$ cat config.mk
export PLATFORM = sky130hd
export DESIGN_NAME = cdown_timer
export DESIGN_NICKNAME = d
export VERILOG_FILES = /design/src/rtl/cdt_pkg.sv /design/src/rtl/cdt_regs.sv /design/src/rtl/cdt_prescaler.sv /design/src/rtl/cdt_counter.sv /design/src/rtl/cdown_timer.sv
export SDC_FILE = /design/constraint.sdc
export NUM_CORES = 1
export LEC_CHECK = 0
export BUFFER_PORTS_ARGS = -buffer_cell sky130_fd_sc_hd__buf_4
export CORE_MARGIN = 2
export CORE_UTILIZATION = 49
export DETAILED_ROUTE_END_ITERATION = 6
export PLACE_DENSITY = 0.71
export SLEW_MARGIN = 0
export SYNTH_ARGS = -nofsm -noshare
export SYNTH_HDL_FRONTEND = slang
export SYNTH_SLANG_ARGS = --single-unit
$ cat constraint.sdc
create_clock -name clk -period 5.3 [get_ports clk]
set_input_delay 0.265 -clock clk [delete_from_list [all_inputs] [get_ports clk]]
set_output_delay 0.265 -clock clk [all_outputs]
set_load 0.02 [all_outputs]
$ cat src/rtl/cdt_pkg.sv
`timescale 1ns/1ps
package cdt_pkg;
  localparam int unsigned ADDR_W = 12;
  localparam int unsigned DATA_W = 32;

  localparam logic [ADDR_W-1:0] OFS_ENTRY = 12'h320;
  localparam logic [ADDR_W-1:0] OFS_INIT  = 12'h380;
  localparam logic [ADDR_W-1:0] OFS_CUR   = 12'h390;
  localparam logic [ADDR_W-1:0] OFS_DIV   = 12'h3E0;

  localparam int unsigned MASK_BIT = 16;
  localparam int unsigned PER_BIT  = 17;
  localparam int unsigned MAX_DIV  = 128;

  // Packs the three scattered divide bits into one code.
  function automatic logic [2:0] div_field(input logic [DATA_W-1:0] w);
    return {w[3], w[1], w[0]};
  endfunction

  // Ratio for a divide code: all ones means 1, otherwise 2 shifted by the code.
  function automatic int unsigned div_ratio(input logic [2:0] c);
    return (c == 3'b111) ? 32'd1 : (32'd2 << c);
  endfunction
endpackage

$ cat src/rtl/cdt_regs.sv
`timescale 1ns/1ps
module cdt_regs
  import cdt_pkg::*;
#(
  parameter int unsigned CNT_W = 32,
  parameter int unsigned VEC_W = 8
) (
  input  logic              clk,
  input  logic              rst_n,
  input  logic              wr_en,
  input  logic [ADDR_W-1:0] addr,
  input  logic [DATA_W-1:0] wdata,
  input  logic [CNT_W-1:0]  cur,
  output logic [VEC_W-1:0]  vector,
  output logic              masked,
  output logic              periodic,
  output logic [CNT_W-1:0]  init_val,
  output logic [2:0]        div_code,
  output logic              load_evt,
  output logic [DATA_W-1:0] rdata
);
  logic entry_we, div_we;

  assign entry_we = wr_en && (addr == OFS_ENTRY);
  assign div_we   = wr_en && (addr == OFS_DIV);
  assign load_evt = wr_en && (addr == OFS_INIT);

  always_ff @(posedge clk) begin
    if (!rst_n) begin
      vector   <= '0;
      masked   <= 1'b1;
      periodic <= 1'b0;
      init_val <= '0;
      div_code <= 3'b000;
    end else begin
      if (entry_we) begin
        vector   <= wdata[VEC_W-1:0];
        masked   <= wdata[MASK_BIT];
        periodic <= wdata[PER_BIT];
      end
      if (div_we)   div_code <= div_field(wdata);
      if (load_evt) init_val <= wdata[CNT_W-1:0];
    end
  end

  always_comb begin
    rdata = '0;
    case (addr)
      OFS_ENTRY: begin
        rdata[VEC_W-1:0] = vector;
        rdata[MASK_BIT]  = masked;
        rdata[PER_BIT]   = periodic;
      end
      OFS_INIT: rdata = DATA_W'(init_val);
      OFS_CUR:  rdata = DATA_W'(cur);
      OFS_DIV: begin
        rdata[3] = div_code[2];
        rdata[1] = div_code[1];
        rdata[0] = div_code[0];
      end
      default: rdata = '0;
    endcase
  end
endmodule

$ cat src/rtl/cdt_prescaler.sv
`timescale 1ns/1ps
module cdt_prescaler
  import cdt_pkg::*;
#(
  parameter int unsigned PRE_W = $clog2(MAX_DIV)
) (
  input  logic       clk,
  input  logic       rst_n,
  input  logic       clear,
  input  logic       run,
  input  logic [2:0] code,
  output logic       tick
);
  logic [PRE_W-1:0] phase;
  logic [PRE_W-1:0] lim;
  logic             wrap;

  assign lim  = PRE_W'(div_ratio(code) - 32'd1);
  // >= keeps a shrinking ratio from overrunning the phase.
  assign wrap = (phase >= lim);
  assign tick = run && !clear && wrap;

  always_ff @(posedge clk) begin
    if (!rst_n)             phase <= '0;
    else if (clear || !run) phase <= '0;
    else if (wrap)          phase <= '0;
    else                    phase <= phase + 1'b1;
  end
endmodule

$ cat src/rtl/cdt_counter.sv
`timescale 1ns/1ps
module cdt_counter #(
  parameter int unsigned CNT_W = 32
) (
  input  logic             clk,
  input  logic             rst_n,
  input  logic             load,
  input  logic [CNT_W-1:0] load_val,
  input  logic [CNT_W-1:0] reload_val,
  input  logic             tick,
  input  logic             periodic,
  output logic [CNT_W-1:0] cur,
  output logic             running,
  output logic             expire
);
  assign expire = tick && (cur == CNT_W'(1));

  always_ff @(posedge clk) begin
    if (!rst_n) begin
      cur     <= '0;
      running <= 1'b0;
    end else if (load) begin
      cur     <= load_val;
      running <= (load_val != '0);
    end else if (expire) begin
      if (periodic) begin
        cur <= reload_val;
      end else begin
        cur     <= '0;
        running <= 1'b0;
      end
    end else if (tick) begin
      cur <= cur - 1'b1;
    end
  end
endmodule

$ cat src/rtl/cdown_timer.sv
`timescale 1ns/1ps
module cdown_timer
  import cdt_pkg::*;
#(
  parameter int unsigned CNT_W = 32,
  parameter int unsigned VEC_W = 8
) (
  input  logic              clk,
  input  logic              rst_n,
  input  logic              bus_we,
  input  logic [11:0]       bus_addr,
  input  logic [31:0]       bus_wdata,
  output logic [31:0]       bus_rdata,
  output logic              irq_pulse,
  output logic [VEC_W-1:0]  irq_vector
);
  logic [VEC_W-1:0] vector;
  logic             masked, periodic;
  logic [CNT_W-1:0] init_val, cur;
  logic [2:0]       div_code;
  logic             load_evt, tick_evt, expire_evt, running;

  cdt_regs #(.CNT_W(CNT_W), .VEC_W(VEC_W)) u_regs (
    .clk(clk), .rst_n(rst_n), .wr_en(bus_we), .addr(bus_addr),
    .wdata(bus_wdata), .cur(cur), .vector(vector), .masked(masked),
    .periodic(periodic), .init_val(init_val), .div_code(div_code),
    .load_evt(load_evt), .rdata(bus_rdata)
  );

  cdt_prescaler u_pre (
    .clk(clk), .rst_n(rst_n), .clear(load_evt), .run(running),
    .code(div_code), .tick(tick_evt)
  );

  cdt_counter #(.CNT_W(CNT_W)) u_cnt (
    .clk(clk), .rst_n(rst_n), .load(load_evt),
    .load_val(bus_wdata[CNT_W-1:0]), .reload_val(init_val),
    .tick(tick_evt), .periodic(periodic), .cur(cur),
    .running(running), .expire(expire_evt)
  );

  always_ff @(posedge clk) begin
    if (!rst_n) begin
      irq_pulse  <= 1'b0;
      irq_vector <= '0;
    end else begin
      irq_pulse <= expire_evt && !masked;
      if (expire_evt && !masked) irq_vector <= vector;
    end
  end
endmodule

Yosys cells after proc, flatten, opt, wreduce, memory -nomap -nowiden

Cells that the tools add are included.

Register bits: 94
Bits in latches: 0
Memory bits (writable): 0
Memory bits (read-only): 0
Input bits: 47
Output and inout port bits: 41
Memories kept: 0

$add $sub $neg: 3
$mul: 0
Div/mod/pow operators: 0
Order comparisons: 1
Eq/ne operators: 7
Shift operators: 1
Multiplexer cells: 15
Bitwise operators: 1
Reductions and logical operators: 16

Operators with widths:

| operator                | number |
|---|---|
| $mux W32                | 4 |
| $eq A12 B10 Y1 const B  | 4 |
| $eq A32 B1 Y1 const B   | 1 |
| $reduce_bool A32 Y1     | 1 |
| $sub A32 B1 Y32 const B | 1 |
| $pmux W14 S2            | 1 |
| $pmux W8 S2             | 1 |
| $pmux W4 S3             | 1 |
| $pmux W2 S4             | 1 |
| $add A7 B1 Y7 const B   | 1 |
| $ge A7 B7 Y1            | 1 |
| $logic_and A1 B1 Y1     | 7 |
| $mux W7                 | 1 |
| $shl A2 B3 Y7 const A   | 1 |
| $sub A7 B1 Y7 const B   | 1 |
| $pmux W2 S3             | 1 |
| $pmux W1 S4             | 1 |
| $eq A3 B3 Y1 const B    | 1 |
| $logic_not A1 Y1        | 3 |
| $mux W1                 | 3 |
| $pmux W1 S3             | 1 |
| $reduce_bool A3 Y1      | 1 |
| $reduce_or A3 Y1        | 1 |
| $ne A2 B1 Y1 const B    | 1 |
| 4 further kinds         | 4 |

Logic depth before layout (Yosys ltp)

Gate-level depths: netlist of the first run.

Depth after elaboration: 8
Mapped depth: 11

Cells and area by module

Synthesis of the first run repeated with hierarchy kept, for this count alone.

Cell total of the unflattened synthesis: 710
Area total of the unflattened synthesis: 5831.8 sq um

Modules (own cells, without submodules):

| module        | instances | cells an instance | area each (sq um) |
|---|---|---|---|
| cdt_counter   | 1         | 340               | 2508.7 |
| cdt_regs      | 1         | 278               | 2436.1 |
| cdt_prescaler | 1         | 54                | 509.2 |
| cdown_timer   | 1         | 38                | 377.9 |

Worst setup path before layout of the first run

No wires, ideal clock.

Path kind: register -> register
Start: register u_cnt.cur[22]
End: register irq_vector[0]
Setup time: 128 ps
Data arrival time: 2618 ps
Required time: 5172 ps
Setup slack: 2554 ps
Cell stages (with the launch flop): 8
Period minus slack after synthesis: 2746 ps
Cell sequence: dfxtp_1 > or4_1 > or4_1 > buf_2 > or3_4 > nor4_4 > mux2i_1 > nor2_1

Word-level cells in the longest chain between the ends: 3

RTL lines:

| element                | RTL line          | source |
|---|---|---|
| from (decl)            | cdt_counter.sv:12 | `output logic [CNT_W-1:0] cur,` |
| from (signal assigned) | cdt_counter.sv:23 | `cur <= load_val;` |
| from (signal assigned) | cdt_counter.sv:27 | `cur <= reload_val;` |
| from (signal assigned) | cdt_counter.sv:33 | `cur <= cur - 1'b1;` |
| $eq A32 B1 Y1          | cdt_counter.sv:16 | `assign expire = tick && (cur == CNT_W'(1));` |
| $logic_and A1 B1 Y1    | cdt_counter.sv:16 |  |
| $logic_and A1 B1 Y1    | cdown_timer.sv:48 | `if (expire_evt && !masked) irq_vector <= vector;` |
| to (signal assigned)   | cdown_timer.sv:48 |  |
| to (decl)              | cdown_timer.sv:15 | `output logic [VEC_W-1:0] irq_vector` |

No other way between the ends.
A chain may end at the register's enable or synchronous reset.

Worst setup path in the final report of the first run

Start: input port bus_addr[11]
End: output port bus_rdata[16]

Word-level cells in the longest chain between the ends: 2

RTL lines:

| element        | RTL line          | source |
|---|---|---|
| from (decl)    | cdown_timer.sv:11 | `input logic [11:0] bus_addr,` |
| $eq A12 B10 Y1 | cdt_regs.sv:48    | `case (addr)` |
| $pmux W2 S3 *  | cdt_regs.sv:48    |  |
| to (decl)      | cdown_timer.sv:13 | `output logic [31:0] bus_rdata,` |

Mark *: on every way between the ends. The rest lies on a longest branch, timed or not.

==> results.sh, run 1 <==
export IMPL_async_reset_ff_frac=0
export IMPL_outcome="complete, no violations"
export IMPL_reg2reg_depth=6
export IMPL_synth_warnings=0
export IMPL_vias_in_the_first_global_route=5160
export IMPL_timing_critical_path_required_ns=5.04
export IMPL_clk_latency_ns=0.37
export IMPL_path_cells="buf_4 -> nor4bb_1 -> nand3b_1 -> nor3b_2 -> buf_4 -> a222oi_1 -> inv_1 -> buf_4"
export IMPL_min_period_over_period=0.6545
export IMPL_layout_drive_gt1_share=0.1583
export IMPL_critical_path_peak_fanout=18
export IMPL_cts_setup_buffers=0
export IMPL_grt_start_max_net_pins=47
export IMPL_die_width_microns=107.7
export IMPL_grt_use_total=0.2818
export IMPL_final_min_clock_period_ns=3.469
export IMPL_setup_tns_ns=0
export IMPL_cts_clk_slew_worst_paths_ns=0.09
export IMPL_cell_area_after_placement_sq_um=6008
export IMPL_die_area_sq_um=11610
export IMPL_worst_setup_path_end_kind="output port"
export IMPL_multiInputGateArea_sq_um=3172
export IMPL_hpwlAfterDp_mm=11.39
export IMPL_yosys_top_cells_area="sky130_fd_sc_hd__dfxtp_1 (36%), sky130_fd_sc_hd__nand2_1 (9.4%), sky130_fd_sc_hd__a21oi_1 (5.9%)"
export IMPL_critical_path_arrival_ns=3.20
export IMPL_min_delay_path_depth=3
export IMPL_io_buffer_count=87
export IMPL_number_of_enable_type_register_cells_in_the_synthesized_netlist=0
export IMPL_total_chip_power_mw=1.247
export IMPL_cts_hold_repair_buffers=0
export IMPL_detailedRoute_firstIterationViolations=520
export IMPL_grt_ovfl_total=0
export IMPL_fmax_mhz=288.3
export IMPL_gp_routability_congestion=0.9881
export IMPL_most_numerous_cell_in_the_yosys_netlist="sky130_fd_sc_hd__nand2_1"
export IMPL_maxCapViolCount=0
export IMPL_antenna_left=0
export IMPL_cts_root_buffer="sky130_fd_sc_hd__clkbuf_8"
export IMPL_io_pin_count=88
export IMPL_cts_resized=0
export IMPL_ctsLongestPathBuffers=2
export IMPL_routed_wire_length_per_instance_microns=18.05
export IMPL_worst_setup_path_start_kind="input port"
export IMPL_synth_largest_area_cell="sky130_fd_sc_hd__dfxtp_1"
export IMPL_synth_fp_nets=750
export IMPL_firstDrtPassIters=5
export IMPL_synthCells=693
export IMPL_synth_seq_area_share=0.3568
export IMPL_synth_ff_type="sky130_fd_sc_hd__dfxtp_1"
export IMPL_synth_lib_cells_used_distinct=54
export IMPL_critPathMaxStageDelay_ns=0.99
export IMPL_hp_class="in -> reg"
export IMPL_slowest_stage="sky130_fd_sc_hd__nor3b_2"
export IMPL_drcViolationCount=0
export IMPL_area_of_the_core_region_sq_um=10370
export IMPL_rows=37
export IMPL_final_fill_count=967
export IMPL_post_route_util=0.5976
export IMPL_timing_final_max_slew_violations=0
export IMPL_global_route_wire_length_before_repair_mm=26.12
export IMPL_powerDensity_nw_per_um2=201.2
export IMPL_dr_total_vias=5507
export IMPL_report_final_hold_viol_count=0
export IMPL_clock_sink_count=94
export IMPL_layout_area_overhead_vs_synth_pct=17.51
export IMPL_htreeDepth=3
export IMPL_slew_limit_headroom=0.2062
export IMPL_vias_per_cell=6.160
export IMPL_fin_hold_ws_ns=0.1490
export IMPL_initial_util=0.5086
export IMPL_synth_top_cells_by_count="sky130_fd_sc_hd__nand2_1 (132), sky130_fd_sc_hd__dfxtp_1 (94), sky130_fd_sc_hd__a21oi_1 (62)"
export IMPL_wl_mm=16.13
export IMPL_setup_viol_count_final=0
export IMPL_worst_margin_pin_slew_ns=1.182
export IMPL_nets=811
export IMPL_fin_skew_ns=0.01313
export IMPL_numCtsBuffers=9
export IMPL_rsz0062_at_grt="no"
export IMPL_total_leakage_power_nw=2.484
export IMPL_antenna_cells_inserted=0
export IMPL_final_seq_area_sq_um=1882
export IMPL_antenna_found_initial=0
export IMPL_tritoncts="yes"
export IMPL_netlist_area_leader_share=0.3568
export IMPL_crit_type="in -> out"
export IMPL_max_vdd_ir_drop_v=0.0001092
export IMPL_finalInstanceArea_sq_um=6197
export IMPL_fp_dieH_microns=107.7
export IMPL_syn_cell_area_sq_um=5274
export IMPL_syn_area_per_cell_sq_um=7.610
export IMPL_cp_common_cell="sky130_fd_sc_hd__buf_4"
export IMPL_ys_seq_elements=94
==> metal layers <==
metal,global-route usage,up-vias,routed length [microns]
li1,-,2637,-
met1,0.3861,2623,7158
met2,0.4506,218,7583
met3,0.04056,29,1101
met4,0.1016,0,291
met5,0,-,0
==> flip-flops by register name, indices dropped and copies added, names as in the netlist <==
signal           count
irq_vector           8
u_pre.phase          7
u_cnt.cur           32
u_regs.masked        1
u_regs.vector        8
u_cnt.running        1
u_regs.init_val     32
u_regs.periodic      1
irq_pulse            1
u_regs.div_code      3
==> cell families after synthesis <==
group,Yosys count,synth area share
xor gates and xnor gates,29,0.04816
and+or+nand+nor,295,0.2688
buffers and inverters,62,0.04484
DFF,94,0.3568
muxes,8,0.01518
adders and majority gates,10,0.02372
AOI/OAI and AO/OA,195,0.2425
==> power by group <==
| group | leakage (nW) | switching [mW] | internal, mW |
|---|---|---|---|
| sequential | 0.757 | 0.000101 | 0.706 |
| combinational | 1.63 | 0.0324 | 0.0272 |
| clock | 0.0952 | 0.254 | 0.227 |
| total | 2.48 | 0.287 | 0.960 |
==> layout make-up <==
class                           instances  area share
Multi-Input combinational cell        537      0.5118
Sequential cell                        94      0.3037
Timing Repair Buffer                   97      0.1175
Tap cell                              136     0.02746
Clock buffer                           11     0.02281
Inverter                               15    0.009085
Clock inverter                          4    0.007672
==> cell usage in the layout, fill, tap and decap left out, drive strengths merged, types with 8 or more instances in the layout <==
cell type  count
a21oi         62
buf           97
or3           10
xor2          13
nor4          17
o21ai         42
nand3         16
o2111a         8
dfxtp         94
clkbuf        11
inv           15
mux2i          8
and3          17
nand2        132
nor3          13
nand4         12
a31oi         13
nor2          51
a22o          28
xnor2         16
ha            10
==> metrics by stage <==
step | worst slack (ns) | std cells
after floorplan | 2.554 | 693
after global placement | 1.967 | 879
after detailed placement | 1.911 | 879
after CTS | 1.896 | 894
after global routing | 1.586 | 894
final | 1.831 | 894
==> critical path, delay by kind of cell <==
family / cells / cell delay (ns)
AO/OA/AOI/OAI: 1 / 0.12
buffers and inverters: 4 / 0.80
AND/OR/NAND/NOR: 3 / 2.02
==> final timing paths <==
kind / start / endpoint / slack (ns)
worst max-delay path: bus_addr[11] / bus_rdata[16] / 1.83
worst min-delay path: bus_wdata[16] / u_regs.masked / 0.15
worst max register to register: u_cnt.cur[22] / u_cnt.cur[11] / 1.93
worst min register to register: u_regs.init_val[3] / u_regs.init_val[3] / 0.47
No activity file was read; power rests on OpenSTA's default activity.
==> run 2, diff against run 1 <==
--- a/config.mk
+++ b/config.mk
@@ -5,11 +5,12 @@
 export SDC_FILE = /design/constraint.sdc
 export NUM_CORES = 1
 export LEC_CHECK = 0
+export ABC_AREA = 1
 export BUFFER_PORTS_ARGS = -buffer_cell sky130_fd_sc_hd__buf_4
 export CORE_MARGIN = 2
 export CORE_UTILIZATION = 49
 export DETAILED_ROUTE_END_ITERATION = 6
-export PLACE_DENSITY = 0.71
+export PLACE_DENSITY = 0.73
 export SLEW_MARGIN = 0
 export SYNTH_ARGS = -nofsm -noshare
 export SYNTH_HDL_FRONTEND = slang
==> constraint.sdc (replaced) <==
create_clock -name clk -period 2.89 [get_ports clk]
set_input_delay 0.1445 -clock clk [delete_from_list [all_inputs] [get_ports clk]]
set_output_delay 0.1445 -clock clk [all_outputs]
set_load 0.02 [all_outputs]
==> results.sh, run 2 <==
export IMPL_powerDensity_nw_per_um2=387.6
export IMPL_worst_setup_path_start_kind="flop"
export IMPL_firstDrtPassIters=6
export IMPL_maxCapViolCount=0
export IMPL_ctsLongestPathBuffers=2
export IMPL_switching_power_mw=0.6322
export IMPL_report_final_hold_viol_count=0
export IMPL_slew_limit_headroom=0.3168
export IMPL_grt_start_max_net_pins=54
export IMPL_synth_seq_area_share=0.3131
export IMPL_dr_total_vias=6331
export IMPL_layout_drive_gt1_share=0.1665
export IMPL_pwr_share_seq=0.471
export IMPL_synth_largest_area_cell="sky130_fd_sc_hd__dfxtp_1"
export IMPL_antenna_found_initial=0
export IMPL_sw_frac_of_total=0.2300
export IMPL_internal_power_mw=2.116
export IMPL_hp_class="in -> reg"
export IMPL_worst_margin_pin_slew_ns=1.023
export IMPL_total_leakage_power_nw=3.328
export IMPL_initial_util=0.5003
export IMPL_cts_setup_buffers=0
export IMPL_final_min_clock_period_ns=2.580
export IMPL_max_vdd_ir_drop_v=0.0003661
export IMPL_tritoncts="yes"
export IMPL_hpwlAfterDp_mm=12.46
export IMPL_layout_area_overhead_vs_synth_pct=18.01
export IMPL_synth_fp_nets=1025
export IMPL_gp_routability_congestion=0.9245
export IMPL_yosys_top_cells_area="sky130_fd_sc_hd__dfxtp_1 (31%), sky130_fd_sc_hd__nand2_1 (15%), sky130_fd_sc_hd__nor2_1 (8.6%)"
export IMPL_rsz0062_at_grt="no"
export IMPL_worst_setup_path_end_kind="flop"
export IMPL_cell_count_final_fillers_out=1192
export IMPL_rows=40
export IMPL_async_reset_ff_frac=0
export IMPL_clock_sink_count=94
export IMPL_outcome="complete, no violations"
export IMPL_antenna_cells_inserted=0
export IMPL_numCtsBuffers=9
export IMPL_die_width_microns=114.7
export IMPL_syn_cell_area_sq_um=6010
export IMPL_syn_area_per_cell_sq_um=6.208
export IMPL_setup_viol_count_final=0
export IMPL_antenna_left=0
export IMPL_area_of_the_core_region_sq_um=12010
export IMPL_number_of_enable_type_register_cells_in_the_synthesized_netlist=0
export IMPL_die_area_sq_um=13170
export IMPL_netlist_area_leader_share=0.3131
export IMPL_clock_share_of_power=0.490
export IMPL_cell_area_after_placement_sq_um=6764
export IMPL_io_pin_count=88
export IMPL_nets=1097
export IMPL_synth_lib_cells_used_distinct=36
export IMPL_largest_registers_ranked_by_flip_flop_count="u_cnt.cur: 32 flops, u_regs.init_val: 32 flops"
export IMPL_min_period_over_period=0.8928
export IMPL_detailedRoute_firstIterationViolations=490
export IMPL_clk_latency_ns=0.36
export IMPL_grt_ovfl_total=0
export IMPL_mostFrequentLayoutCells="sky130_fd_sc_hd__nand2_1 (246), sky130_fd_sc_hd__nor2_1 (137), sky130_fd_sc_hd__inv_1 (120)"
export IMPL_wl_mm=17.29
export IMPL_synthCells=968
export IMPL_vias_in_the_first_global_route=5842
export IMPL_mostFrequentLayoutCell="sky130_fd_sc_hd__nand2_1"
export IMPL_most_numerous_cell_in_the_yosys_netlist="sky130_fd_sc_hd__nand2_1"
export IMPL_timing_final_max_slew_violations=0
export IMPL_fp_dieH_microns=114.7
export IMPL_cts_resized=0
export IMPL_critical_path_arrival_ns=2.83
export IMPL_drcViolationCount=0
export IMPL_io_buffer_count=87
export IMPL_final_fill_count=1217
export IMPL_global_route_wire_length_before_repair_mm=28.80
export IMPL_crit_type="reg -> reg"
export IMPL_timing_critical_path_required_ns=3.14
export IMPL_routed_wire_length_per_instance_microns=14.51
export IMPL_finalInstanceArea_sq_um=7092
export IMPL_fmax_mhz=387.6
export IMPL_cts_root_buffer="sky130_fd_sc_hd__clkbuf_16"
export IMPL_critical_path_peak_fanout=17
export IMPL_synth_top_cells_by_count="sky130_fd_sc_hd__nand2_1 (246), sky130_fd_sc_hd__nor2_1 (137), sky130_fd_sc_hd__inv_1 (120)"
export IMPL_cts_hold_repair_buffers=0
export IMPL_fin_skew_ns=0.005682
export IMPL_placed_cells=1176
export IMPL_grt_use_total=0.2754
export IMPL_vias_per_cell=5.311
export IMPL_setup_tns_ns=0
export IMPL_htreeDepth=3
export IMPL_ys_seq_elements=94
export IMPL_synth_ff_type="sky130_fd_sc_hd__dfxtp_1"
export IMPL_synth_warnings=0
export IMPL_comb_power_share=0.039
export IMPL_cts_clk_slew_worst_paths_ns=0.07
## run 2: changes by cell type after synthesis, sizes merged, moves of 22 or more
cell    previous run  this run
nand2            132       257
nand3             16        63
clkbuf            43        21
o21ai             42        70
inv               14       129
nor2              51       150
a22o              28         0
a21oi             62       102
## run 2: critical path, stage by stage (launching register included)
cell,delay (ns)
sky130_fd_sc_hd__dfxtp_1,0.36
sky130_fd_sc_hd__inv_1,0.10
sky130_fd_sc_hd__nor2_1,0.18
sky130_fd_sc_hd__inv_1,0.08
sky130_fd_sc_hd__o21ai_0,0.11
sky130_fd_sc_hd__inv_1,0.08
sky130_fd_sc_hd__ha_1,0.29
sky130_fd_sc_hd__a21oi_1,0.15
sky130_fd_sc_hd__nand2_1,0.08
sky130_fd_sc_hd__nand2_1,0.06
sky130_fd_sc_hd__nand3_1,0.13
sky130_fd_sc_hd__a21oi_2,0.17
sky130_fd_sc_hd__buf_4,0.25
sky130_fd_sc_hd__inv_2,0.15
sky130_fd_sc_hd__o21ai_0,0.23
sky130_fd_sc_hd__a21oi_2,0.04
## run 2: through the flow
stage,worst slack [ns],power (mW),hold WS [ns],util
2_1_floorplan,0.6613,1.360,0.2882,-
3_3_place_gp,0.3954,1.431,0.4359,0.5631
3_5_place_dp,0.3438,1.431,0.4415,0.5631
4_1_cts,0.3277,2.762,0.06345,0.5904
5_1_grt,0.06248,2.828,0.08382,0.5904
6_report,0.3099,2.749,0.07026,0.5904
## run 2: cell families after synthesis
kind of cell / share of synthesized area
DFF: 0.3131
and+or+nand+nor: 0.3629
adders and majority gates: 0.02082
xor gates and xnor gates: 0.02478
AOI/OAI and AO/OA: 0.1678
buffers and inverters: 0.1106
## run 2: layer usage
metal / wire length (microns) / track usage
met5: 0 / 0
met4: 290 / 0.08353
met1: 7984 / 0.3891
met2: 7657 / 0.4256
met3: 1357 / 0.05640
## run 2: power groups by stage
stage                     Sequential, mW  Clock, mW  Combinational (mW)
after floorplan                     1.32          0              0.0358
after global placement              1.32          0               0.106
after detailed placement            1.32          0               0.107
after CTS                           1.29       1.36               0.107
after global routing                1.29       1.42               0.118
final                               1.29       1.35               0.108
## run 2: final timing paths
check / startpoint / to / slack [ns] / cells past startpoint
max: u_regs.div_code[2] / u_cnt.cur[14] / 0.31 / 15
min: bus_wdata[16] / u_regs.masked / 0.07 / 3
max reg2reg: u_regs.div_code[2] / u_cnt.cur[14] / 0.31 / 15
min reg2reg: u_regs.vector[3] / u_regs.vector[3] / 0.47 / 2
## run 2: cell type report
| type | count | area (sq um) | area share |
|---|---|---|---|
| well taps | 147 | 183.9 | 0.02594 |
| clock inverters | 7 | 102.6 | 0.01447 |
| clock buffers | 9 | 225.2 | 0.03176 |
| repair buffers | 100 | 750.7 | 0.1059 |
| multi-input cells | 706 | 3463 | 0.4884 |
| inverters | 129 | 484.2 | 0.06828 |
| flip-flops and latches | 94 | 1882 | 0.2653 |
==> run 3, diff against run 2 <==
--- a/config.mk
+++ b/config.mk
@@ -8,9 +8,10 @@
 export ABC_AREA = 1
 export BUFFER_PORTS_ARGS = -buffer_cell sky130_fd_sc_hd__buf_4
 export CORE_MARGIN = 2
-export CORE_UTILIZATION = 49
+export CORE_UTILIZATION = 52
+export CTS_CLUSTER_DIAMETER = 50
 export DETAILED_ROUTE_END_ITERATION = 6
-export PLACE_DENSITY = 0.73
+export PLACE_DENSITY = 0.77
 export SLEW_MARGIN = 0
 export SYNTH_ARGS = -nofsm -noshare
 export SYNTH_HDL_FRONTEND = slang
==> results.sh, run 3 (synthesized netlist as in run 2, its figures left out) <==
export IMPL_antenna_found_initial=0
export IMPL_placed_cells=1170
export IMPL_cts_hold_repair_buffers=0
export IMPL_slew_limit_headroom=0.3418
export IMPL_mostFrequentLayoutCells="sky130_fd_sc_hd__nand2_1 (246), sky130_fd_sc_hd__nor2_1 (137), sky130_fd_sc_hd__inv_1 (120)"
export IMPL_min_period_over_period=0.8794
export IMPL_htreeDepth=3
export IMPL_switching_power_mw=0.6106
export IMPL_gp_routability_congestion=0.9564
export IMPL_critical_path_peak_fanout=16
export IMPL_cts_clk_slew_worst_paths_ns=0.07
export IMPL_path_cells="inv_1 -> nor2_1 -> inv_1 -> o21ai_0 -> inv_1 -> ha_1 -> a21oi_1 -> nand2_1 -> nand2_1 -> nand3_1 -> a21oi_2 -> buf_4 -> a21oi_1 -> a21oi_1"
export IMPL_grt_ovfl_total=0
export IMPL_worst_margin_pin_slew_ns=0.9859
export IMPL_clock_sink_count=94
export IMPL_largest_registers_ranked_by_flip_flop_count="u_cnt.cur: 32 flops, u_regs.init_val: 32 flops"
export IMPL_vias_in_the_first_global_route=5866
export IMPL_internal_power_mw=2.132
export IMPL_maxCapViolCount=0
export IMPL_layout_drive_gt1_share=0.1649
export IMPL_final_min_clock_period_ns=2.542
export IMPL_powerDensity_nw_per_um2=387.0
export IMPL_ctsLongestPathBuffers=2
export IMPL_critPathMaxStageDelay_ns=0.36
export IMPL_cts_root_buffer="sky130_fd_sc_hd__clkbuf_16"
export IMPL_global_route_wire_length_before_repair_mm=28.72
export IMPL_hpwlAfterDp_mm=12.55
export IMPL_worst_setup_path_end_kind="flop"
export IMPL_clock_share_of_power=0.489
export IMPL_cts_resized=0
export IMPL_initial_util=0.5286
export IMPL_hp_class="in -> reg"
export IMPL_timing_critical_path_required_ns=3.16
export IMPL_io_buffer_count=87
export IMPL_slowest_stage="sky130_fd_sc_hd__dfxtp_1"
export IMPL_fmax_mhz=393.5
export IMPL_cts_setup_buffers=0
export IMPL_post_route_util=0.6234
export IMPL_clk_latency_ns=0.35
export IMPL_antenna_cells_inserted=0
export IMPL_detailedRoute_firstIterationViolations=492
export IMPL_outcome="complete, no violations"
export IMPL_total_chip_power_mw=2.743
export IMPL_wl_mm=17.34
export IMPL_pwr_share_seq=0.472
export IMPL_timing_final_max_slew_violations=0
export IMPL_final_fill_count=1123
export IMPL_die_area_sq_um=12430
export IMPL_fp_dieH_microns=111.5
export IMPL_area_of_the_core_region_sq_um=11370
export IMPL_max_vdd_ir_drop_v=0.0002870
export IMPL_die_width_microns=111.5
export IMPL_layout_area_overhead_vs_synth_pct=17.95
export IMPL_critical_path_arrival_ns=2.81
export IMPL_grt_start_max_net_pins=54
export IMPL_drcViolationCount=0
export IMPL_vias_per_cell=5.329
export IMPL_antenna_left=0
export IMPL_sw_frac_of_total=0.2226
export IMPL_nets=1095
export IMPL_tritoncts="yes"
export IMPL_total_leakage_power_nw=3.318
export IMPL_worst_setup_path_start_kind="flop"
export IMPL_crit_type="reg -> reg"
export IMPL_rows=39
export IMPL_firstDrtPassIters=5
export IMPL_fin_skew_ns=0.009404
export IMPL_comb_power_share=0.039
export IMPL_setup_viol_count_final=0
export IMPL_io_pin_count=88
export IMPL_setup_tns_ns=0
export IMPL_dr_total_vias=6320
export IMPL_numCtsBuffers=9
export IMPL_cell_count_final_fillers_out=1186
export IMPL_grt_use_total=0.2833
export IMPL_rsz0062_at_grt="no"
export IMPL_report_final_hold_viol_count=0
export IMPL_mostFrequentLayoutCell="sky130_fd_sc_hd__nand2_1"
export IMPL_routed_wire_length_per_instance_microns=14.62
[run 3: cell types whose count changed in the layout (fill, tap and decap cells not counted), sizes merged]
cell,before,now
clkinvlp,0,2
buf,100,98
clkbuf,9,10
inv,133,131
clkinv,1,0
[run 3: final cells by class]
type | count | area (sq um) | area share
repair buffers | 98 | 748.2 | 0.1056
clock buffers | 10 | 239.0 | 0.03372
flip-flops and latches | 94 | 1882 | 0.2655
well taps | 143 | 178.9 | 0.02524
inverters | 129 | 484.2 | 0.06831
multi-input cells | 706 | 3463 | 0.4886
clock inverters | 6 | 92.59 | 0.01306
[run 3: critical path, delay by kind of cell (launching register included)]
kind	cells	cell delay [ns]
flip-flops	1	0.36
buffers and inverters	4	0.56
AND/OR/NAND/NOR	4	0.45
AO/OA/AOI/OAI	5	0.81
adder cells (fa/ha/maj)	1	0.29
[run 3: through the flow]
| step | area (sq um) | hold slack (ns) | worst slack, ns |
|---|---|---|---|
| floorplan | 6010 | 0.2882 | 0.6613 |
| global placement | 6756 | 0.4374 | 0.4479 |
| detailed placement | 6756 | 0.4338 | 0.4211 |
| CTS | 7088 | 0.06662 | 0.3909 |
| global route | 7088 | 0.1043 | 0.03881 |
| finish | 7088 | 0.08547 | 0.3484 |
[run 3: path summary, 6_finish.rpt]
path	startpoint	to	slack, ns	depth (start not counted)
hold reg to reg	u_regs.init_val[17]	u_regs.init_val[17]	0.47	2
setup reg to reg	u_regs.div_code[2]	u_cnt.cur[25]	0.35	14
setup / recovery	u_regs.div_code[2]	u_cnt.cur[25]	0.35	14
hold / removal	bus_wdata[16]	u_regs.masked	0.09	3
[run 3: power groups by stage]
stage	Clock (mW)	Combinational, mW	Sequential (mW)
final	1.34	0.107	1.29
after global routing	1.40	0.118	1.29
after floorplan	0	0.0358	1.32
after detailed placement	0	0.106	1.32
after CTS	1.35	0.106	1.29
after global placement	0	0.106	1.32
[run 3: routing by layer]
layer	GRT usage	vias to the layer above	wire length, microns
li1	-	3229	-
met1	0.3908	2826	7769
met2	0.4549	232	7745
met3	0.03919	33	1355
met4	0.1029	0	472
met5	0	-	0
